### config.mk
export PLATFORM = sky130hd
export DESIGN_NAME = wdcfg_guard
export DESIGN_NICKNAME = d
export VERILOG_FILES = /design/src/rtl/wdcfg_pkg.sv /design/src/rtl/wdcfg_bytereg.sv /design/src/rtl/wdcfg_keyseq.sv /design/src/rtl/wdcfg_guard.sv
export SDC_FILE = /design/constraint.sdc
export NUM_CORES = 1
export LEC_CHECK = 0
export BUFFER_PORTS_ARGS = -buffer_cell sky130_fd_sc_hd__buf_2
export CAP_MARGIN = 10
export CORE_ASPECT_RATIO = 0.5
export CORE_MARGIN = 3
export CORE_UTILIZATION = 45
export CTS_BUF_LIST = sky130_fd_sc_hd__clkbuf_8
export DETAILED_ROUTE_END_ITERATION = 8
export GPL_ROUTABILITY_DRIVEN = 0
export GPL_TIMING_DRIVEN = 0
export PLACE_DENSITY = 0.68
export SETUP_SLACK_MARGIN = 0.1
export SLEW_MARGIN = 25
export SYNTH_ARGS = -nofsm -noshare
export SYNTH_HDL_FRONTEND = slang
export SYNTH_HIERARCHICAL = 1
export SYNTH_SLANG_ARGS = --single-unit
### constraint.sdc
create_clock -name clk -period 3.1 [get_ports clk]
set_input_delay 0.31 -clock clk [delete_from_list [all_inputs] [get_ports clk]]
set_output_delay 0.31 -clock clk [all_outputs]
set_load 0.03 [all_outputs]
### src/rtl/wdcfg_pkg.sv
`timescale 1ns/1ps
package wdcfg_pkg;
   // configuration byte slots, in storage order
   localparam int unsigned NUM_CFG_BYTES = 6;
   localparam int unsigned BY_CTRL_A = 0;
   localparam int unsigned BY_CTRL_B = 1;
   localparam int unsigned BY_TMO_L  = 2;
   localparam int unsigned BY_TMO_H  = 3;
   localparam int unsigned BY_WIN_L  = 4;
   localparam int unsigned BY_WIN_H  = 5;

   // primary control byte bit positions
   localparam int unsigned CA_RUN  = 7;
   localparam int unsigned CA_IRQ  = 6;
   localparam int unsigned CA_UPD  = 5;
   localparam int unsigned CA_DBG  = 4;
   localparam int unsigned CA_WAIT = 3;
   localparam int unsigned CA_STOP = 2;

   // secondary control byte bit positions
   localparam int unsigned CB_WIN = 7;
   localparam int unsigned CB_PRE = 4;
   localparam int unsigned CB_CLK = 0;

   localparam logic [7:0] CA_KEEP = 8'hFC;
   localparam logic [7:0] CB_KEEP = 8'h93;
endpackage

### src/rtl/wdcfg_bytereg.sv
`timescale 1ns/1ps
module wdcfg_bytereg #(
   parameter int unsigned   W       = 8,
   parameter logic [W-1:0]  RST_VAL = '0,
   parameter logic [W-1:0]  KEEP    = '1
) (
   input  logic         clk,
   input  logic         rst_n,
   input  logic         we,
   input  logic [W-1:0] d,
   output logic [W-1:0] q
);
   if (W == 0) begin : g_bad_w
      $error("wdcfg_bytereg: W must be nonzero");
   end

   for (genvar b = 0; b < W; b++) begin : g_bit
      if (KEEP[b]) begin : g_store
         logic bit_q;
         always_ff @(posedge clk or negedge rst_n) begin
            if (!rst_n)  bit_q <= RST_VAL[b];
            else if (we) bit_q <= d[b];
         end
         assign q[b] = bit_q;
      end else begin : g_tie
         assign q[b] = 1'b0;
      end
   end
endmodule

### src/rtl/wdcfg_keyseq.sv
`timescale 1ns/1ps
module wdcfg_keyseq #(
   parameter int unsigned        KEY_W    = 16,
   parameter logic [KEY_W-1:0]   KEY_A    = 16'h20C5,
   parameter logic [KEY_W-1:0]   KEY_B    = 16'h28D9,
   parameter int unsigned        KEY_GAP  = 16,
   parameter int unsigned        OPEN_CYC = 128
) (
   input  logic             clk,
   input  logic             rst_n,
   input  logic             key_we,
   input  logic [KEY_W-1:0] key_data,
   input  logic             permit,
   output logic             armed,
   output logic             win_open
);
   localparam int unsigned GAP_W  = $clog2(KEY_GAP + 1);
   localparam int unsigned OPEN_W = $clog2(OPEN_CYC + 1);

   if (KEY_GAP < 1) begin : g_bad_gap
      $error("wdcfg_keyseq: KEY_GAP must be at least 1");
   end
   if (OPEN_CYC < 1) begin : g_bad_open
      $error("wdcfg_keyseq: OPEN_CYC must be at least 1");
   end
   if (KEY_A == KEY_B) begin : g_bad_keys
      $error("wdcfg_keyseq: the two keys must differ");
   end

   logic [GAP_W-1:0]  arm_q;
   logic [OPEN_W-1:0] open_q;
   logic              hit_a;
   logic              hit_b;

   assign armed    = (arm_q != '0);
   assign win_open = (open_q != '0);
   assign hit_a    = key_we && permit && (key_data == KEY_A);
   assign hit_b    = key_we && permit && armed && (key_data == KEY_B);

   // first-key tracker: loaded by key A, cleared by any other full key write
   always_ff @(posedge clk or negedge rst_n) begin
      if (!rst_n)          arm_q <= '0;
      else if (hit_a)      arm_q <= GAP_W'(KEY_GAP);
      else if (key_we)     arm_q <= '0;
      else if (armed)      arm_q <= arm_q - GAP_W'(1);
   end

   // update window timer
   always_ff @(posedge clk or negedge rst_n) begin
      if (!rst_n)          open_q <= '0;
      else if (hit_b)      open_q <= OPEN_W'(OPEN_CYC);
      else if (win_open)   open_q <= open_q - OPEN_W'(1);
   end
endmodule

### src/rtl/wdcfg_guard.sv
`timescale 1ns/1ps
module wdcfg_guard #(
   parameter int unsigned       ADDR_W     = 4,
   parameter int unsigned       DATA_W     = 16,
   parameter logic [ADDR_W-1:0] ADDR_CTRL  = ADDR_W'(0),
   parameter logic [ADDR_W-1:0] ADDR_KEY   = ADDR_W'(1),
   parameter logic [ADDR_W-1:0] ADDR_TMO   = ADDR_W'(2),
   parameter logic [ADDR_W-1:0] ADDR_WIN   = ADDR_W'(3),
   parameter logic [15:0]       KEY_A      = 16'h20C5,
   parameter logic [15:0]       KEY_B      = 16'h28D9,
   parameter int unsigned       KEY_GAP    = 16,
   parameter int unsigned       OPEN_CYC   = 128,
   parameter logic [7:0]        RST_CTRL_A = 8'h80,
   parameter logic [7:0]        RST_CTRL_B = 8'h01,
   parameter logic [15:0]       RST_TMO    = 16'h0400,
   parameter logic [15:0]       RST_WIN    = 16'h0000,
   parameter bit                MASK_RSVD  = 1'b1
) (
   input  logic              clk,
   input  logic              rst_n,
   input  logic              bus_we,
   input  logic [ADDR_W-1:0] bus_addr,
   input  logic [15:0]       bus_wdata,
   input  logic [1:0]        bus_strb,
   output logic              run_en,
   output logic              irq_en,
   output logic              upd_en,
   output logic              dbg_run,
   output logic              wait_run,
   output logic              stop_run,
   output logic              win_chk_en,
   output logic              pre_en,
   output logic [1:0]        clk_sel,
   output logic [15:0]       tmo_val,
   output logic [15:0]       win_val
);
   import wdcfg_pkg::*;

   localparam int unsigned STRB_W = DATA_W / 8;

   if (DATA_W != 16) begin : g_bad_data_w
      $error("wdcfg_guard: DATA_W must be 16");
   end
   if (ADDR_CTRL == ADDR_KEY || ADDR_TMO == ADDR_KEY || ADDR_WIN == ADDR_KEY ||
       ADDR_CTRL == ADDR_TMO || ADDR_CTRL == ADDR_WIN || ADDR_TMO == ADDR_WIN) begin : g_bad_map
      $error("wdcfg_guard: register addresses must be distinct");
   end

   function automatic logic [ADDR_W-1:0] word_addr(input int unsigned slot);
      case (slot / 2)
         0:       return ADDR_CTRL;
         1:       return ADDR_TMO;
         default: return ADDR_WIN;
      endcase
   endfunction

   function automatic logic [7:0] rst_byte(input int unsigned slot);
      case (slot)
         BY_CTRL_A: return RST_CTRL_A;
         BY_CTRL_B: return RST_CTRL_B;
         BY_TMO_L:  return RST_TMO[7:0];
         BY_TMO_H:  return RST_TMO[15:8];
         BY_WIN_L:  return RST_WIN[7:0];
         default:   return RST_WIN[15:8];
      endcase
   endfunction

   function automatic logic [7:0] keep_byte(input int unsigned slot);
      if (!MASK_RSVD)           return 8'hFF;
      else if (slot == BY_CTRL_A) return CA_KEEP;
      else if (slot == BY_CTRL_B) return CB_KEEP;
      else                      return 8'hFF;
   endfunction

   logic [NUM_CFG_BYTES-1:0] byte_we;
   logic [7:0]               cfg_byte [NUM_CFG_BYTES];
   logic                     cfg_done;
   logic                     win_open;
   logic                     key_armed;
   logic                     wr_ok;
   logic                     key_we;
   logic                     permit;

   assign wr_ok  = !cfg_done || win_open;
   assign key_we = bus_we && (bus_addr == ADDR_KEY) && (bus_strb == {STRB_W{1'b1}});
   assign permit = !cfg_done || cfg_byte[BY_CTRL_A][CA_UPD];

   wdcfg_keyseq #(
      .KEY_W    (16),
      .KEY_A    (KEY_A),
      .KEY_B    (KEY_B),
      .KEY_GAP  (KEY_GAP),
      .OPEN_CYC (OPEN_CYC)
   ) u_keyseq (
      .clk      (clk),
      .rst_n    (rst_n),
      .key_we   (key_we),
      .key_data (bus_wdata),
      .permit   (permit),
      .armed    (key_armed),
      .win_open (win_open)
   );

   for (genvar g = 0; g < NUM_CFG_BYTES; g++) begin : g_byte
      localparam int unsigned LANE = g % 2;
      assign byte_we[g] = wr_ok && bus_we && (bus_addr == word_addr(g)) && bus_strb[LANE];
      wdcfg_bytereg #(
         .W       (8),
         .RST_VAL (rst_byte(g) & keep_byte(g)),
         .KEEP    (keep_byte(g))
      ) u_reg (
         .clk   (clk),
         .rst_n (rst_n),
         .we    (byte_we[g]),
         .d     (bus_wdata[LANE*8 +: 8]),
         .q     (cfg_byte[g])
      );
   end

   // commit flag: set by the first accepted primary control write
   always_ff @(posedge clk or negedge rst_n) begin
      if (!rst_n)                 cfg_done <= 1'b0;
      else if (byte_we[BY_CTRL_A]) cfg_done <= 1'b1;
   end

   assign run_en     = cfg_byte[BY_CTRL_A][CA_RUN];
   assign irq_en     = cfg_byte[BY_CTRL_A][CA_IRQ];
   assign upd_en     = cfg_byte[BY_CTRL_A][CA_UPD];
   assign dbg_run    = cfg_byte[BY_CTRL_A][CA_DBG];
   assign wait_run   = cfg_byte[BY_CTRL_A][CA_WAIT];
   assign stop_run   = cfg_byte[BY_CTRL_A][CA_STOP];
   assign win_chk_en = cfg_byte[BY_CTRL_B][CB_WIN];
   assign pre_en     = cfg_byte[BY_CTRL_B][CB_PRE];
   assign clk_sel    = cfg_byte[BY_CTRL_B][CB_CLK +: 2];
   assign tmo_val    = {cfg_byte[BY_TMO_H], cfg_byte[BY_TMO_L]};
   assign win_val    = {cfg_byte[BY_WIN_H], cfg_byte[BY_WIN_L]};
endmodule

* After elaboration in Yosys (flattened, before gate mapping)
Cells that the tools add are included.
Operators by class: reduce and logical (&&, ||, !) cells 24, multiplexer cells 5, equal/unequal tests 6, add/sub/neg operators 2
Operator list (count):
- $eq A16 B14 Y1 const B | 2
- $logic_and A1 B1 Y1 | 16
- $mux W8 | 2
- $mux W5 | 3
- $eq A4 B2 Y1 const B | 2
- $reduce_bool A8 Y1 | 1
- $sub A8 B1 Y8 const B | 1
- $reduce_bool A5 Y1 | 1
- $sub A5 B1 Y5 const B | 1
- $eq A4 B1 Y1 const B | 1
- $logic_not A4 Y1 | 1
- $reduce_bool A3 Y1 | 1
- $eq A2 B2 Y1 const B | 1
- $logic_or A1 B1 Y1 | 2
- $reduce_bool A2 Y1 | 1
- $logic_not A1 Y1 | 1
Storage, ports and cells: flip-flop bits (word level) 56, word-level logic and storage cells 82, bits of input ports 25

* Longest topological paths before layout
word-level depth 7, mapped depth 9, depth with buffers taken out 7

* Modules after synthesis
Netlist, hierarchy kept.
By module, submodules not included:
- wdcfg_bytereg (g_byte[2].u_reg ...) | area an instance 391.6 um^2, instances 3, cells each 25
- wdcfg_keyseq | area an instance 823.3 um^2, instances 1, cells each 79
- wdcfg_bytereg (g_byte[3].u_reg) | area an instance 392.9 um^2, instances 1, cells each 25
- wdcfg_bytereg (g_byte[0].u_reg) | area an instance 316.6 um^2, instances 1, cells each 22
- wdcfg_bytereg (g_byte[1].u_reg) | area an instance 210.2 um^2, instances 1, cells each 17
- wdcfg_guard | area an instance 138.9 um^2, instances 1, cells each 18

* Least setup slack after synthesis
No wires, ideal clock.
path type register -> register, start point register u_keyseq.open_q[0], end point register g_byte[3].u_reg.g_bit[0].g_store.bit_q, stages on the path, launching flop included 10, library setup time 0.125 ns, path buffers 2, arrival 2.318 ns, period minus slack after synthesis 2.443 ns, slack 0.657 ns, path through dfrtp_1 -> inv_1 -> ha_1 -> or3b_1 -> buf_2 -> or3_4 -> nor2b_1 -> nor3_1 -> buf_6 -> mux2_4
On the way: longest elaborated chain between the ends 5
Ends and longest elaborated chain:
- from (decl) | RTL line wdcfg_keyseq.sv:31 | logic [OPEN_W-1:0] open_q;
- from (signal assigned) | RTL line wdcfg_keyseq.sv:51 | else if (hit_b) open_q <= OPEN_W'(OPEN_CYC);
- from (signal assigned) | RTL line wdcfg_keyseq.sv:52 | else if (win_open) open_q <= open_q - OPEN_W'(1);
- $reduce_bool A8 Y1 | RTL line wdcfg_keyseq.sv:36 | assign win_open = (open_q != '0);
- via win_open | RTL line wdcfg_guard.sv:78 | logic win_open;
- $logic_or A1 B1 Y1 | RTL line wdcfg_guard.sv:84 | assign wr_ok = !cfg_done || win_open;
- $logic_and A1 B1 Y1 (3 in series) | RTL line wdcfg_guard.sv:106 | assign byte_we[g] = wr_ok && bus_we && (bus_addr == word_addr(g)) && bus_strb[LANE];
- via byte_we[3] | RTL line wdcfg_guard.sv:75 | logic [NUM_CFG_BYTES-1:0] byte_we;
- to (signal assigned) | RTL line wdcfg_bytereg.sv:21 | if (!rst_n) bit_q <= RST_VAL[b];
- to (signal assigned) | RTL line wdcfg_bytereg.sv:22 | else if (we) bit_q <= d[b];
- to (decl) | RTL line wdcfg_bytereg.sv:19 | logic bit_q;
The timed path passes the listed nets, and every way through them passes these cells. A chain may end at the register's enable or synchronous reset.

* Worst setup path in the final report
start point register u_keyseq.open_q[0], end point register g_byte[4].u_reg.g_bit[4].g_store.bit_q
On the way: longest elaborated chain between the ends 5
Ends and longest elaborated chain (RTL line):
- $reduce_bool A8 Y1 | wdcfg_keyseq.sv:36
- via win_open | wdcfg_guard.sv:78
- $logic_or A1 B1 Y1 | wdcfg_guard.sv:84
- $logic_and A1 B1 Y1 (3 in series) | wdcfg_guard.sv:106
- via byte_we[4] | wdcfg_guard.sv:75
- to (signal assigned) | wdcfg_bytereg.sv:21
- to (signal assigned) | wdcfg_bytereg.sv:22
- to (decl) | wdcfg_bytereg.sv:19
The timed path passes the listed nets, and every way through them passes these cells.

==> flow_metrics.tcl <==
set metrics [dict create \
    outcome "complete, no violations" \
    combPwrFrac_pct 35.8 \
    clk_latency_ns 0.31 \
    max_stage_delay_ns 0.43 \
    totalWireLength_mm 5.90 \
    relSlewSlack_pct 52.6 \
    timing.fmax_mhz 365 \
    grt.busiest_layer "met2" \
    final_common_cell "buf_2" \
    synth_fp_nets 256 \
    final_cell_mix "buf_2, dfrtp_1, buf_4" \
    num_rows 20 \
    seqPwrFrac_pct 40.6 \
    grt_pass1_vias 1938 \
    fin_util_pct 57.3 \
    peakVddDrop_uv 212 \
    finalCritPeriodShare_pct 88.3 \
    hold_class "in -> async" \
    cts_hold_buf 0 \
    p_per_area_nw_per_um2 672 \
    grt_pass1_wl_mm 9.87 \
    cts_tree "yes" \
    die_h_um 63.8 \
    cts_setup_buffers 0 \
    via_count 1927 \
    gr-total-overflow 0 \
    dieArea_um2 7750 \
    clockPowerShare_pct 23.6 \
    drv_slew 0 \
    grt_util_met2_pct 26.4 \
    ios 67 \
    fp.dieW_um 122 \
    critPathBufInv 3 \
    clkSinkCount 56 \
    place_hpwl_mm 4.46 \
    grt_use_met1_pct 21.6 \
    antenna_found_initial 0 \
    yosys_warnings 6 \
    cap_violations 0 \
    fin_nets 329 \
    worst_path_max_delay_cell "dfrtp_1" \
    grt_usage_pct 15.9 \
    r2r_start "u_keyseq/open_q[0]" \
    r2r_cells 9 \
    num_antenna_cells 0 \
    area_growth_pct 19.3 \
    setup_tns_ns 0 \
    crit_path_end_kind "flip-flop" \
    setup_slack_ns 0.363 \
    sw_frac_of_total_pct 32.0 \
    power_leakage_nw 1.78 \
    drt_iter0_markers 95 \
    crit_chain "inv_1, ha_1, or3b_1, buf_2, or3_4, nor2b_1, nor3_1, buf_6, mux2_4" \
    power_switching_w 0.000771 \
    nFillCells 532 \
    grt_max_degree 57 \
    ant_nets 0 \
    cp-start-kind "flip-flop" \
    critPathTopFamily "simple AND/OR/NAND/NOR gates" \
    core_um2 6260 \
    dp_slack_ns 0.384 \
    worstMarginPinSlew_ns 0.712 \
    setup_violations 0 \
    gr-usage-met3_pct 3.09 \
    initial_core_util_pct 48.0 \
    min_period_ns 2.74 \
    multi_input_area_um2 1180 \
    worstPathRequired_ns 3.29 \
    rsz0062_at_grt "false" \
    r2r_slack_ns 0.36 \
    crit_arrival_ns 2.93 \
    vias_per_cell 4.94 \
    p_int_w 0.00164 \
    syn_area_um2 3000 \
    path_max_fanout 9 \
    first_pass_iters 4 \
    drive_gt1_share_pct 59.6 \
    whs_ns 0.0249 \
    avgSynthCellArea_um2 13.2 \
    clock_path_buffers 2 \
    numCtsBuffers 5 \
    timing.rr.end "g_byte[4].u_reg/g_bit[4].g_store.bit_q" \
    hold_violations 0 \
    drc 0 \
    clk_pin_slew_ns 0.11 \
    cts_root_buffer "clkbuf_8" \
    path_class "reg -> reg" \
    wl_per_cell_um 15.1 \
    syn-instance-count 228 \
    skew_ns 0.0167 \
    regArea_um2 1410 \
    port_buffers 66 \
    ctsResizeCount 0 \
    cts_max_level 2 \
]
[routing by layer]
metal | vias to the layer above | share of wire [%]
li1 | 916 | -
met4 | 0 | 0.64
met5 | - | 0
met2 | 40 | 49
met1 | 967 | 45
met3 | 4 | 4.4
[cell type report]
cell class | instances | area share, %
repair buffers | 66 | 9.28
multi-input cells | 115 | 32.9
clock inverters | 3 | 1.92
clock buffers | 5 | 1.92
plain buffers | 50 | 11.0
flip-flops and latches | 56 | 39.2
well taps | 88 | 3.07
inverters | 7 | 0.733
[flip-flops by register name, indices dropped and copies added, names as in the netlist]
signal	count
g_byte.u_reg/g_bit.g_store.bit_q	42
u_keyseq/open_q	8
u_keyseq/arm_q	5
cfg_done	1
[worst reg2reg max path: cells and delay by family (launching register included)]
kind,cells,cell delay [ns]
adders and majority gates,1,0.19
and+or+nand+nor,4,1.23
muxes,1,0.30
DFF,1,0.43
buffers and inverters,3,0.45
[stage by stage]
stage / instances / instance area [µm²] / total power [W]
5_1_grt: 390 / 3580 / 0.00253
3_5_place_dp: 382 / 3450 / 0.00186
2_1_floorplan: 228 / 3000 / 0.00165
4_1_cts: 390 / 3580 / 0.00243
6_report: 390 / 3580 / 0.00241
3_3_place_gp: 382 / 3440 / 0.00183
[how the worst max path moves through the flow]
stage | startpoint | to | slack, ns | depth (start not counted)
finish | u_keyseq/open_q[0] | g_byte[4].u_reg/g_bit[4].g_store.bit_q | 0.36 | 9
floorplan | u_keyseq/open_q[0] | g_byte[3].u_reg/g_bit[0].g_store.bit_q | 0.66 | 9
global route | u_keyseq/open_q[0] | g_byte[4].u_reg/g_bit[4].g_store.bit_q | 0.21 | 9
CTS | u_keyseq/open_q[0] | g_byte[4].u_reg/g_bit[4].g_store.bit_q | 0.35 | 9
detailed placement | u_keyseq/open_q[0] | g_byte[4].u_reg/g_bit[1].g_store.bit_q | 0.38 | 9
global placement | u_keyseq/open_q[0] | g_byte[4].u_reg/g_bit[4].g_store.bit_q | 0.49 | 9
[power by group through the flow]
stage               combinational [W]  clock, W  sequential [W]
floorplan                    0.000685         0        0.000961
finish                       0.000862  0.000568        0.000978
detailed placement           0.000869         0        0.000992
global placement             0.000844         0        0.000984
CTS                          0.000872  0.000580        0.000979
global route                 0.000921  0.000611         0.00100
No activity file was read; power rests on OpenSTA's default activity.
